### config.mk
export PLATFORM = sky130hd
export DESIGN_NAME = spi_baud_master
export DESIGN_NICKNAME = d
export VERILOG_FILES = /design/src/rtl/spim_pkg.sv /design/src/rtl/spim_timing.sv /design/src/rtl/spim_shift.sv /design/src/rtl/spi_baud_master.sv
export SDC_FILE = /design/constraint.sdc
export NUM_CORES = 1
export LEC_CHECK = 0
export BUFFER_PORTS_ARGS = -buffer_cell sky130_fd_sc_hd__clkbuf_2
export CORE_ASPECT_RATIO = 0.9
export CORE_MARGIN = 4
export CORE_UTILIZATION = 50
export DETAILED_ROUTE_END_ITERATION = 7
export PLACE_DENSITY = 0.65
export RECOVER_POWER = 50
export SKIP_LAST_GASP = 1
export SYNTH_ARGS = -nofsm -noshare
export SYNTH_HDL_FRONTEND = slang
export SYNTH_SLANG_ARGS = --single-unit
export TNS_END_PERCENT = 50
### constraint.sdc
create_clock -name clk_i -period 4.8 [get_ports clk_i]
set_input_delay 0.96 -clock clk_i [delete_from_list [all_inputs] [get_ports clk_i]]
set_output_delay 0.96 -clock clk_i [all_outputs]
set_load 0.05 [all_outputs]
### src/rtl/spim_pkg.sv
package spim_pkg;

    typedef enum logic {
        ST_IDLE = 1'b0,
        ST_RUN  = 1'b1
    } spim_state_e;

    typedef enum logic {
        HALF_LEAD  = 1'b0,
        HALF_TRAIL = 1'b1
    } spim_half_e;

endpackage

### src/rtl/spim_timing.sv
module spim_timing #(
    parameter int BAUD_W = 7,
    localparam int HALF_W = BAUD_W
) (
    input  logic [BAUD_W-1:0] baud_i,
    input  logic              cpol_i,
    input  logic              cpha_i,
    output logic [HALF_W-1:0] len_lead_o,
    output logic [HALF_W-1:0] len_trail_o,
    output logic              lvl_lead_o
);

    localparam int MIN_BAUD  = 3;
    localparam int FLOOR_DIV = 4;

    logic [BAUD_W:0]   divisor;
    logic [HALF_W-1:0] short_len;
    logic [HALF_W-1:0] long_len;

    always_comb begin
        if (baud_i < BAUD_W'(MIN_BAUD)) begin
            divisor = (BAUD_W+1)'(FLOOR_DIV);
        end else begin
            divisor = {1'b0, baud_i} + (BAUD_W+1)'(1);
        end
        // active-level half gets floor, idle-level half gets ceil
        short_len = divisor[BAUD_W:1];
        long_len  = divisor[BAUD_W:1] + HALF_W'(divisor[0]);
    end

    always_comb begin
        if (cpha_i) begin
            len_lead_o  = long_len;
            len_trail_o = short_len;
            lvl_lead_o  = cpol_i;
        end else begin
            len_lead_o  = short_len;
            len_trail_o = long_len;
            lvl_lead_o  = ~cpol_i;
        end
    end

endmodule

### src/rtl/spim_shift.sv
module spim_shift #(
    parameter int DATA_W = 8
) (
    input  logic              clk_i,
    input  logic              rst_ni,
    input  logic              load_i,
    input  logic [DATA_W-1:0] load_word_i,
    input  logic              advance_i,
    input  logic              sample_i,
    input  logic              miso_i,
    output logic              mosi_o,
    output logic [DATA_W-1:0] rx_shift_o
);

    typedef struct packed {
        logic [DATA_W-1:0] tx;
        logic [DATA_W-1:0] rx;
    } shift_t;

    shift_t sh_d, sh_q;

    always_comb begin
        sh_d = sh_q;
        if (load_i) begin
            sh_d.tx = load_word_i;
        end else if (advance_i) begin
            sh_d.tx = {sh_q.tx[DATA_W-2:0], 1'b0};
        end
        if (sample_i) begin
            sh_d.rx = {sh_q.rx[DATA_W-2:0], miso_i};
        end
    end

    always_ff @(posedge clk_i or negedge rst_ni) begin
        if (!rst_ni) begin
            sh_q <= '0;
        end else begin
            sh_q <= sh_d;
        end
    end

    assign mosi_o     = sh_q.tx[DATA_W-1];
    assign rx_shift_o = sh_q.rx;

endmodule

### src/rtl/spi_baud_master.sv
module spi_baud_master #(
    parameter int DATA_W = 8,
    parameter int BAUD_W = 7
) (
    input  logic              clk_i,
    input  logic              rst_ni,
    input  logic              start_i,
    input  logic [DATA_W-1:0] tx_word_i,
    input  logic [BAUD_W-1:0] baud_i,
    input  logic              cpol_i,
    input  logic              cpha_i,
    input  logic              miso_i,
    output logic              sclk_o,
    output logic              mosi_o,
    output logic [DATA_W-1:0] rx_word_o,
    output logic              busy_o,
    output logic              done_o
);
    import spim_pkg::*;

    localparam int HALF_W = BAUD_W;
    localparam int BIT_W  = $clog2(DATA_W);
    localparam logic [BIT_W-1:0] LAST_BIT = BIT_W'(DATA_W-1);

    typedef struct packed {
        logic [HALF_W-1:0] len_lead;
        logic [HALF_W-1:0] len_trail;
        logic              lvl_lead;
        logic              idle_lvl;
    } cfg_t;

    typedef struct packed {
        spim_state_e       state;
        spim_half_e        half;
        logic [HALF_W-1:0] cnt;
        logic [BIT_W-1:0]  bitn;
        logic              sclk;
        logic              busy;
        logic              done;
        logic [DATA_W-1:0] rx_word;
        cfg_t              cfg;
    } ctl_t;

    ctl_t ctl_d, ctl_q;

    logic [HALF_W-1:0] len_lead, len_trail;
    logic              lvl_lead;
    logic              sh_load, sh_adv, sh_smp;
    logic [DATA_W-1:0] rx_shift;
    logic              mosi_w;

    spim_timing #(.BAUD_W(BAUD_W)) i_timing (
        .baud_i      (baud_i),
        .cpol_i      (cpol_i),
        .cpha_i      (cpha_i),
        .len_lead_o  (len_lead),
        .len_trail_o (len_trail),
        .lvl_lead_o  (lvl_lead)
    );

    spim_shift #(.DATA_W(DATA_W)) i_shift (
        .clk_i       (clk_i),
        .rst_ni      (rst_ni),
        .load_i      (sh_load),
        .load_word_i (tx_word_i),
        .advance_i   (sh_adv),
        .sample_i    (sh_smp),
        .miso_i      (miso_i),
        .mosi_o      (mosi_w),
        .rx_shift_o  (rx_shift)
    );

    always_comb begin
        ctl_d      = ctl_q;
        ctl_d.done = 1'b0;
        sh_load    = 1'b0;
        sh_adv     = 1'b0;
        sh_smp     = 1'b0;
        unique case (ctl_q.state)
            ST_IDLE: begin
                ctl_d.sclk = cpol_i;
                if (start_i) begin
                    ctl_d.state         = ST_RUN;
                    ctl_d.busy          = 1'b1;
                    ctl_d.cfg.len_lead  = len_lead;
                    ctl_d.cfg.len_trail = len_trail;
                    ctl_d.cfg.lvl_lead  = lvl_lead;
                    ctl_d.cfg.idle_lvl  = cpol_i;
                    ctl_d.half          = HALF_LEAD;
                    ctl_d.cnt           = len_lead - HALF_W'(1);
                    ctl_d.bitn          = '0;
                    ctl_d.sclk          = lvl_lead;
                    sh_load             = 1'b1;
                end
            end
            ST_RUN: begin
                if (ctl_q.cnt != '0) begin
                    ctl_d.cnt = ctl_q.cnt - HALF_W'(1);
                end else if (ctl_q.half == HALF_LEAD) begin
                    sh_smp     = 1'b1;
                    ctl_d.half = HALF_TRAIL;
                    ctl_d.cnt  = ctl_q.cfg.len_trail - HALF_W'(1);
                    ctl_d.sclk = ~ctl_q.cfg.lvl_lead;
                end else if (ctl_q.bitn == LAST_BIT) begin
                    ctl_d.state   = ST_IDLE;
                    ctl_d.busy    = 1'b0;
                    ctl_d.done    = 1'b1;
                    ctl_d.sclk    = ctl_q.cfg.idle_lvl;
                    ctl_d.rx_word = rx_shift;
                end else begin
                    sh_adv     = 1'b1;
                    ctl_d.bitn = ctl_q.bitn + BIT_W'(1);
                    ctl_d.half = HALF_LEAD;
                    ctl_d.cnt  = ctl_q.cfg.len_lead - HALF_W'(1);
                    ctl_d.sclk = ctl_q.cfg.lvl_lead;
                end
            end
            default: ctl_d = ctl_q;
        endcase
    end

    always_ff @(posedge clk_i or negedge rst_ni) begin
        if (!rst_ni) begin
            ctl_q <= '0;
        end else begin
            ctl_q <= ctl_d;
        end
    end

    assign sclk_o    = ctl_q.sclk;
    assign mosi_o    = mosi_w;
    assign rx_word_o = ctl_q.rx_word;
    assign busy_o    = ctl_q.busy;
    assign done_o    = ctl_q.done;


    done_single_chk: assert property (@(posedge clk_i) disable iff (!rst_ni)
        ctl_q.done |=> !ctl_q.done);


    busy_end_chk: assert property (@(posedge clk_i) disable iff (!rst_ni)
        $fell(ctl_q.busy) |-> ctl_q.done);


    start_ignored_chk: assert property (@(posedge clk_i) disable iff (!rst_ni)
        (ctl_q.busy && start_i) |=> (ctl_q.busy || ctl_q.done));


    sclk_hold_chk: assert property (@(posedge clk_i) disable iff (!rst_ni)
        (ctl_q.busy && ctl_q.cnt != '0) |=> $stable(sclk_o));


    mosi_hold_chk: assert property (@(posedge clk_i) disable iff (!rst_ni)
        (ctl_q.busy && !(ctl_q.cnt == '0 && ctl_q.half == HALF_TRAIL)) |=> $stable(mosi_o));

endmodule

# ---- Word level (Yosys, flattened, before mapping)
# Index checks and enable logic that the tools add are counted.
dict set report totals {
  regBits 55
  inputBits 21
  out_inout_bits 12
  word_cells 70
}
dict set report classes {
  add_sub_neg 7
  n_lt_le_gt_ge 1
  eq_ne 7
  muxes 29
  bitwise 4
  reduce_logical 8
}
# op n
set op_table {}
lappend op_table {{8-bit 2-to-1 mux} 4}
lappend op_table {{14-bit 2-to-1 mux} 2}
lappend op_table {{14-bit case mux with 2 select lines} 1}
lappend op_table {{7-bit by 1-bit subtractor with 7-bit output, second input constant} 4}
lappend op_table {{7-bit 2-to-1 mux} 3}
lappend op_table {{10-bit 2-to-1 mux} 2}
lappend op_table {{1-bit 2-to-1 mux} 13}
lappend op_table {{4-bit AND reduction} 3}
lappend op_table {{11-bit 2-to-1 mux} 1}
lappend op_table {{9-bit 2-to-1 mux} 1}
lappend op_table {{7-bit by 1-bit adder with 8-bit output, second input constant} 1}
lappend op_table {{2-bit inequality test, second input constant} 4}
lappend op_table {{7-bit by 1-bit adder with 7-bit output} 1}
lappend op_table {{7-bit by 2-bit < comparator with 1-bit output, second input constant} 1}
lappend op_table {{7-bit nonzero test} 1}
lappend op_table {{2-bit AND reduction} 3}
lappend op_table {{4-bit inequality test, second input constant} 1}
lappend op_table {{1-bit inverter} 4}
lappend op_table {{3-bit by 1-bit adder with 3-bit output, second input constant} 1}
lappend op_table {{3-bit == test, second input constant} 1}
lappend op_table {{3-bit 2-to-1 mux} 1}
lappend op_table {{2-bit 2-to-1 mux} 1}
lappend op_table {{2-bit by 1-bit inequality test with 1-bit output, second input constant} 1}
lappend op_table {{2-bit nonzero test} 1}

# ---- Longest topological paths before layout
# Gate-level depths: netlist of the first run.
dict set report depth {
  ltp_word 7
  mapped_depth 12
  ltp_nobuf 11
}

# ---- Cells and area by module
# Synthesis of the first run repeated with hierarchy kept, for this count alone.
dict set report hier_totals {
  cells_unflattened 367
  hier_area_um2 3410.8
}
# module n_inst cells_each area_each_um2 seq_area_each_um2
set by_module_without_submodules {}
lappend by_module_without_submodules {spi_baud_master 1 232 2129.5 975.9}
lappend by_module_without_submodules {spim_shift 1 59 760.7 400.4}
lappend by_module_without_submodules {spim_timing 1 76 520.5 0.0}

# ---- Least setup slack after synthesis of the first run
# OpenSTA, ideal clock, no wires.
dict set report synth_path {
  kind {input -> register}
  startpoint {in baud_i[3]}
  endpoint {reg ctl_q[34] (netlist name)}
  setup_ns 0.126
  t_arrival_ns 3.270
  t_required_ns 4.674
  slack_ns 1.404
  stages 11
  n_path_buf 1
  path_cell_list {buf_4 > or4_1 > nor2_1 > nor2b_1 > ha_1 > and2_1 > a32o_1 > o211ai_2 > and3_4 > xnor2_1 > a221o_1}
}
dict set report synth_via {
  elab_chain_cells 7
  word_cells_on_any_way 8
  classes_between {add/sub (3); order compare (1); mux (4)}
}
# item line
set synth_lines {}
lappend synth_lines {{from (decl)} spi_baud_master.sv:9} ;# input logic [BAUD_W-1:0] baud_i,
lappend synth_lines {{7-bit by 1-bit adder with 8-bit output / 7-bit by 2-bit < comparator with 1-bit output (equally long branches)} {spim_timing.sv:24, spim_timing.sv:21}}
lappend synth_lines {{8-bit 2-to-1 mux (*)} spim_timing.sv:21} ;# if (baud_i < BAUD_W'(MIN_BAUD)) begin
lappend synth_lines {{7-bit by 1-bit adder with 7-bit output} spim_timing.sv:28} ;# long_len = divisor[BAUD_W:1] + HALF_W'(divisor[0]);
lappend synth_lines {{7-bit 2-to-1 mux (*)} spim_timing.sv:32} ;# if (cpha_i) begin
lappend synth_lines {{7-bit by 1-bit subtractor with 7-bit output (*)} spi_baud_master.sv:90} ;# ctl_d.cnt = len_lead - HALF_W'(1);
lappend synth_lines {{14-bit 2-to-1 mux (*)} spi_baud_master.sv:82} ;# if (start_i) begin
lappend synth_lines {{14-bit case mux with 2 select lines (*)} spi_baud_master.sv:79} ;# unique case (ctl_q.state)
lappend synth_lines {{to (signal assigned)} spi_baud_master.sv:126} ;# ctl_q <= ctl_d;
lappend synth_lines {{to (decl)} spi_baud_master.sv:44} ;# ctl_t ctl_d, ctl_q;
# Every way passes the cells marked *; elsewhere a longest branch is shown, timed or not. The select of a mux whose other input is x is not followed.
# A chain may end at the register's enable or synchronous reset.

==> results.yml, run 1 <==
critical_path:
  crit_family: "buffers and inverters"
  critPathBufInv: 2
  worstReg2RegEnd: "i_shift.sh_q[10]$_DFFE_PN0P_"
  r2r_cells: 8
  critPathSlowestCell: "clkbuf_1"
  path_depth: 2
  path_class: "in -> async"
  cp-start-kind: "input port"
  worst_path_largest_cell_delay_ns: 2.07
  rrSetupSlack_ns: 2.10
  r2r_start: "ctl_q[30]$_DFFE_PN0P_"
  required_ns: 4.58
  arrival_ns: 3.15
  crit_path_end_kind: "async pin"
  path_cells: "clkbuf_2 -> clkbuf_1"
  cp_max_fo: 55
yosys:
  synth_area_um2: 3393
  yosysSeqAreaShare_pct: 40.56
  synth_cells: 373
  synth_ff_type: "dfrtp_1"
  yosysUniqueCellTypes: 66
  syn_nets: 403
  synth_edf_count: 0
  synth-seq-cells: 55
  yosysWarnings: 0
  synth_async_sr_flop_share_pct: 100.0
  avgSynthCellArea_um2: 9.097
sta:
  finalWorstSetupSlack_ns: 1.437
  hold_violations: 0
  hold-worst-slack_ns: 0.4773
  slew_viol_final: 56
  period_needed_ns: 3.363
  slew_headroom_pct: -97.14
  rsz0062_at_grt: "no"
  tns_ns: 0
  finalCritPeriodShare_pct: 70.07
  max_freq_ghz: 0.2973
  skew_ns: 0.01091
  tightest_slew_ns: 2.957
  finalSetupViolations: 0
global_routing:
  antenna_found_initial: 0
  grt_start_max_net_pins: 56
  track_usage_pct: 18.53
  grt_overflow: 0
  grt_pass1_vias: 2408
  grt_pass1_wl_um: 11850
layout:
  finalInstanceArea_um2: 3608
  final_core_util_pct: 54.79
  nets: 415
  drive_above_1_share_pct: 15.06
  fin_cells: 475
  n_antenna_cell: 0
  n_fill_cell: 642
  area_growth_syn_to_layout_pct: 6.342
detailed_routing:
  drtIter0Drc: 153
  drc: 0
  wl_per_cell_um: 14.78
  first_pass_iters: 4
  drt_wl_total_um: 7020
  viasPerCell: 5.387
  vias: 2559
  ant_nets: 0
run:
  max_cap_violations: 1
place:
  pre_cts_ws_ns: 1.169
  postPlaceCellArea_um2: 3513
  place_inst: 468
  io_buffers: 32
  gp_congestion: 0.9092
  dp_hpwl_um: 5103
power:
  vdd_drop_max_v: 0.0002341
  power.leakage_nw: 1.662
  power_density_nw_per_um2: 490.8
  p_total_mw: 1.771
floorplan:
  floorplan.initialDensity_pct: 51.52
  fp.dieArea_um2: 8170
  coreArea_um2: 6586
  ios: 33
  die_x_um: 94.84
  die_h_um: 86.15
  rows: 28
clocking:
  cts_sinks: 55
  root_buffer: "clkbuf_8"
  clk_pin_slew_worst_paths_ns: 0.09
  clockBufferDepth: 2
  insertion_delay_ns: 0.31
  cts_tree: "done"
  cts_setup_buffers: 0
  cts_buffers: 5
  htreeDepth: 2
  ctsHoldBuffers: 0
  cts_resized: 0
run_status:
  outcome: "finished with violations"
  failed_checks: "max-capacitance violations, max-slew violations"
min_path:
  hp-class: "reg -> reg"
  min_from: "i_shift.rx_shift_o[7]$_DFFE_PN0P_"
  hold_end: "rx_word_o[7]$_DFFE_PN0P_"
  worstHoldPathCells: 2
-- how the worst max path moves through the flow --
stage | start | endpoint | slack (ns)
5_1_grt | rst_ni | ctl_q[0]$_DFFE_PN0P_ | 0.79
6_report | rst_ni | rx_word_o[5]$_DFFE_PN0P_ | 1.44
4_1_cts | baud_i[0] | ctl_q[34]$_DFFE_PN0P_ | 1.48
3_5_place_dp | baud_i[3] | ctl_q[34]$_DFFE_PN0P_ | 1.17
3_3_place_gp | baud_i[3] | ctl_q[34]$_DFFE_PN0P_ | 1.22
2_1_floorplan | baud_i[3] | ctl_q[34]$_DFFE_PN0P_ | 1.40
-- final cells by class --
class | instances | area (um2) | area share [%]
multi-input cells | 278 | 1808 | 50.10
clock buffers | 5 | 68.82 | 1.907
repair buffers | 34 | 163.9 | 4.542
inverters | 11 | 41.29 | 1.144
well taps | 90 | 112.6 | 3.121
flip-flops and latches | 55 | 1376 | 38.14
clock inverters | 2 | 37.54 | 1.040
-- sequential cells by signal, summed over array words and instances (netlist names) --
register / count
ctl_q: 28
done_o: 1
i_shift.sh_q: 7
i_shift.mosi_o: 1
rx_word_o: 8
i_shift.rx_shift_o: 8
sclk_o: 1
busy_o: 1
-- synth_stat cells, types with 2 or more instances --
| library cell | instances | area [um2] |
|---|---|---|
| a21o_1 | 3 | 22.52 |
| a22oi_1 | 2 | 15.01 |
| a31oi_1 | 7 | 43.79 |
| a32oi_1 | 3 | 26.28 |
| and3_4 | 2 | 22.52 |
| buf_2 | 2 | 10.01 |
| buf_4 | 9 | 67.56 |
| buf_6 | 3 | 33.78 |
| clkbuf_1 | 15 | 56.30 |
| dfrtp_1 | 55 | 1376 |
| ha_1 | 9 | 112.6 |
| inv_1 | 9 | 33.78 |
| mux2_2 | 7 | 78.83 |
| mux2i_1 | 8 | 80.08 |
| nand2_1 | 80 | 300.3 |
| nand2b_1 | 4 | 25.02 |
| nand3_1 | 7 | 35.03 |
| nand3b_1 | 2 | 15.01 |
| nand4_1 | 4 | 25.02 |
| nor2_1 | 30 | 112.6 |
| nor2b_1 | 3 | 18.77 |
| nor3_1 | 7 | 35.03 |
| nor3b_1 | 2 | 15.01 |
| nor4_1 | 3 | 18.77 |
| o21ai_0 | 19 | 95.09 |
| o21ai_1 | 5 | 25.02 |
| o221ai_1 | 3 | 26.28 |
| o22ai_1 | 3 | 18.77 |
| or2_1 | 2 | 12.51 |
| or4_1 | 2 | 15.01 |
| xnor2_1 | 14 | 122.6 |
| xnor2_2 | 4 | 65.06 |
| xor2_1 | 12 | 105.1 |
-- layout by cell type (no fill, tap or decap), types with 2 or more instances in the layout --
master     n
nand2b_1   4
a32oi_1    3
nand3_1    7
xor2_1    12
nor2b_1    3
clkbuf_8   5
ha_1       9
mux2i_1    8
or4_1      2
nor2_1    30
o221ai_1   3
nor3_1     7
nor3b_1    2
a31oi_1    7
xnor2_1   14
o21ai_1    5
o22ai_1    3
nor4_1     3
inv_1      9
or2_1      2
xnor2_2    4
nand2_1   80
dfrtp_1   55
clkbuf_1   7
a21o_1     3
nand4_1    4
o21ai_0   19
nand3b_1   2
a22oi_1    2
mux2_2     7
clkbuf_2  26
and3_4     2
-- cells by family after synthesis --
kind of cell / count (synthesis) / synth area share (%)
simple gates: 160 / 23.05
compound gates: 63 / 13.27
flops: 55 / 40.56
buf+inv: 40 / 6.157
xor+xnor: 30 / 8.628
mux: 16 / 5.015
fa+ha+maj: 9 / 3.319
-- metal layers --
| metal | track usage, % | share of wire (%) | vias to the layer above |
|---|---|---|---|
| li1 | - | - | 1302 |
| met1 | 28.69 | 50 | 1200 |
| met2 | 26.38 | 44 | 50 |
| met3 | 3.158 | 4.9 | 7 |
| met4 | 5.505 | 1.2 | 0 |
| met5 | 0 | 0 | - |
-- where the power goes --
part	total [mW]	leakage, nW	internal (mW)	switching (mW)
registers	0.794	0.684	0.628	0.166
clock network	0.305	0.0502	0.153	0.152
logic	0.672	0.927	0.289	0.383
Note: power is estimated with default switching activity, not from simulation.
==> run 2: changes to the inputs <==
Clock period 4.8 ns to 3.5 ns, I/O delays scaled along.
==> run 2 against run 1 <==
Register-to-register slack lost 1.0 ns. Clock power grew 46%. Clock skew shrank 0.0019 ns. Critical path depth grew 10. Critical path type is now in -> reg. Worst hold slack lost 0.00079 ns. Via count grew 0.78%. The flow still finishes with violations (max-capacitance violations, max-slew violations). First-iteration DRC count shrank 12%. Flip-flop and latch count is the same. Sequential power grew 36%. Routed wire length grew 1.5%. Combinational power grew 40%.
==> results.yml, run 2 (synthesis results as in run 1) <==
run_status:
  outcome: "finished with violations"
  failed_checks: "max-capacitance violations, max-slew violations"
sta:
  slew_viol_final: 35
  tightest_slew_ns: 1.815
  max_freq_ghz: 0.3361
  finalSetupViolations: 0
  tns_ns: 0
  finalWorstSetupSlack_ns: 0.5248
  hold_violations: 0
  skew_ns: 0.009063
  period_needed_ns: 2.975
  finalCritPeriodShare_pct: 85.01
  rsz0062_at_grt: "no"
  slew_headroom_pct: -20.97
detailed_routing:
  wl_met3_um: 282
  viasPerCell: 5.340
  drt_wl_total_um: 7126
  first_pass_iters: 4
  wl_per_cell_um: 14.75
  met1_length_um: 3599
  drtIter0Drc: 135
  wl_met2_um: 3171
  drc: 0
  highest_layer: "met4"
  ant_nets: 0
  vias: 2579
layout:
  n_fill_cell: 631
  regMostFlops: "ctl_q"
  n_antenna_cell: 0
  finalInstanceArea_um2: 3665
  drive_above_1_share_pct: 16.28
  area_growth_syn_to_layout_pct: 8.001
  final_common_cell: "nand2_1"
  nets: 422
  largest_reg_flops: 28
  mostFrequentLayoutCells: "80 x nand2_1, 55 x dfrtp_1, 30 x nor2_1"
  fin_cells: 483
clocking:
  cts_setup_buffers: 0
  clockBufferDepth: 2
  cts_buffers: 5
  cts_tree: "done"
  insertion_delay_ns: 0.32
  cts_resized: 0
  clk_pin_slew_worst_paths_ns: 0.11
  ctsHoldBuffers: 0
  cts_sinks: 55
  htreeDepth: 2
  root_buffer: "clkbuf_8"
global_routing:
  track_usage_pct: 18.49
  grt_start_max_net_pins: 37
  grt_pass1_vias: 2462
  grt_pass1_wl_um: 12010
  antenna_found_initial: 0
  grt_overflow: 0
power:
  power.leakage_nw: 1.695
  power_density_nw_per_um2: 672.9
  vdd_drop_max_v: 0.0004594
floorplan:
  ios: 33
  floorplan.initialDensity_pct: 51.52
  fp.dieArea_um2: 8170
  rows: 28
  coreArea_um2: 6586
  die_h_um: 86.15
  die_x_um: 94.84
critical_path:
  path_cells: "clkbuf_2 -> or4_1 -> nor2_1 -> nor2b_1 -> ha_1 -> and2_1 -> a32o_1 -> o211ai_2 -> and3_4 -> nand3b_4 -> xnor2_2 -> o31ai_2"
  path_class: "in -> reg"
  required_ns: 3.74
  cp_max_fo: 6
  crit_path_end_kind: "flop"
  cp-start-kind: "input port"
  worst_path_largest_cell_delay_ns: 0.49
  critPathSlowestCell: "or4_1"
  arrival_ns: 3.21
place:
  postPlaceCellArea_um2: 3566
  place_inst: 475
  gp_congestion: 0.9003
  pre_cts_ws_ns: 0.1797
  io_buffers: 32
  dp_hpwl_um: 5287
min_path:
  hp-class: "reg -> reg"
run:
  max_cap_violations: 1
-- run 2: cell count changes in the layout (fill, tap and decap cells not counted) --
cell	before	now
buf_4	1	7
inv_6	0	1
clkbuf_2	26	25
clkbuf_1	7	9
-- run 2: area by class of cell --
| type | instances | area, um2 | area share [%] |
|---|---|---|---|
| Clock buffer | 5 | 68.82 | 1.878 |
| Clock inverter | 3 | 46.29 | 1.263 |
| Inverter | 11 | 41.29 | 1.127 |
| Multi-Input combinational cell | 278 | 1808 | 49.33 |
| Sequential cell | 55 | 1376 | 37.56 |
| Tap cell | 90 | 112.6 | 3.073 |
| Timing Repair Buffer | 41 | 211.5 | 5.770 |
-- run 2: final timing paths --
check | from | endpoint | slack [ns] | cells after the start
max reg2reg | ctl_q[38]$_DFF_PN0_ | i_shift.sh_q[8]$_DFFE_PN0P_ | 1.07 | 4
max | baud_i[5] | ctl_q[36]$_DFFE_PN0P_ | 0.52 | 12
min reg2reg | i_shift.rx_shift_o[7]$_DFFE_PN0P_ | rx_word_o[7]$_DFFE_PN0P_ | 0.48 | 2
min in group asynchronous | rst_ni | ctl_q[7]$_DFFE_PN0P_ | 0.86 | 1
min | i_shift.rx_shift_o[7]$_DFFE_PN0P_ | rx_word_o[7]$_DFFE_PN0P_ | 0.48 | 2
max in group asynchronous | rst_ni | ctl_q[10]$_DFFE_PN0P_ | 1.28 | 2
-- run 2: per-layer routing --
metal  track usage (%)  up-vias
li1                  -     1325
met1             28.15     1204
met2             27.53       43
met3             2.719        7
met4             4.718        0
met5                 0        -
-- run 2: critical path: cells and delay by family --
kind | cells | cell delay [ns]
adder cells (fa/ha/maj) | 1 | 0.26
buffers and inverters | 1 | 0.13
AO/OA/AOI/OAI | 3 | 0.71
AND/OR/NAND/NOR | 6 | 1.29
XOR/XNOR | 1 | 0.14
-- run 2: where the power goes --
group	total (mW)	switching (mW)	leakage, nW	internal (mW)
combinational	0.941	0.539	0.957	0.402
clock	0.445	0.229	0.0548	0.216
sequential	1.08	0.219	0.684	0.861
-- run 2: stage by stage --
step	power [mW]	utilization, %	hold WS [ns]
after floorplan	1.799	-	0.4044
after global placement	2.013	54.14	0.4473
after detailed placement	2.033	54.14	0.4497
after CTS	2.482	55.89	0.4769
after global routing	2.660	55.64	0.5146
final	2.466	55.64	0.4765
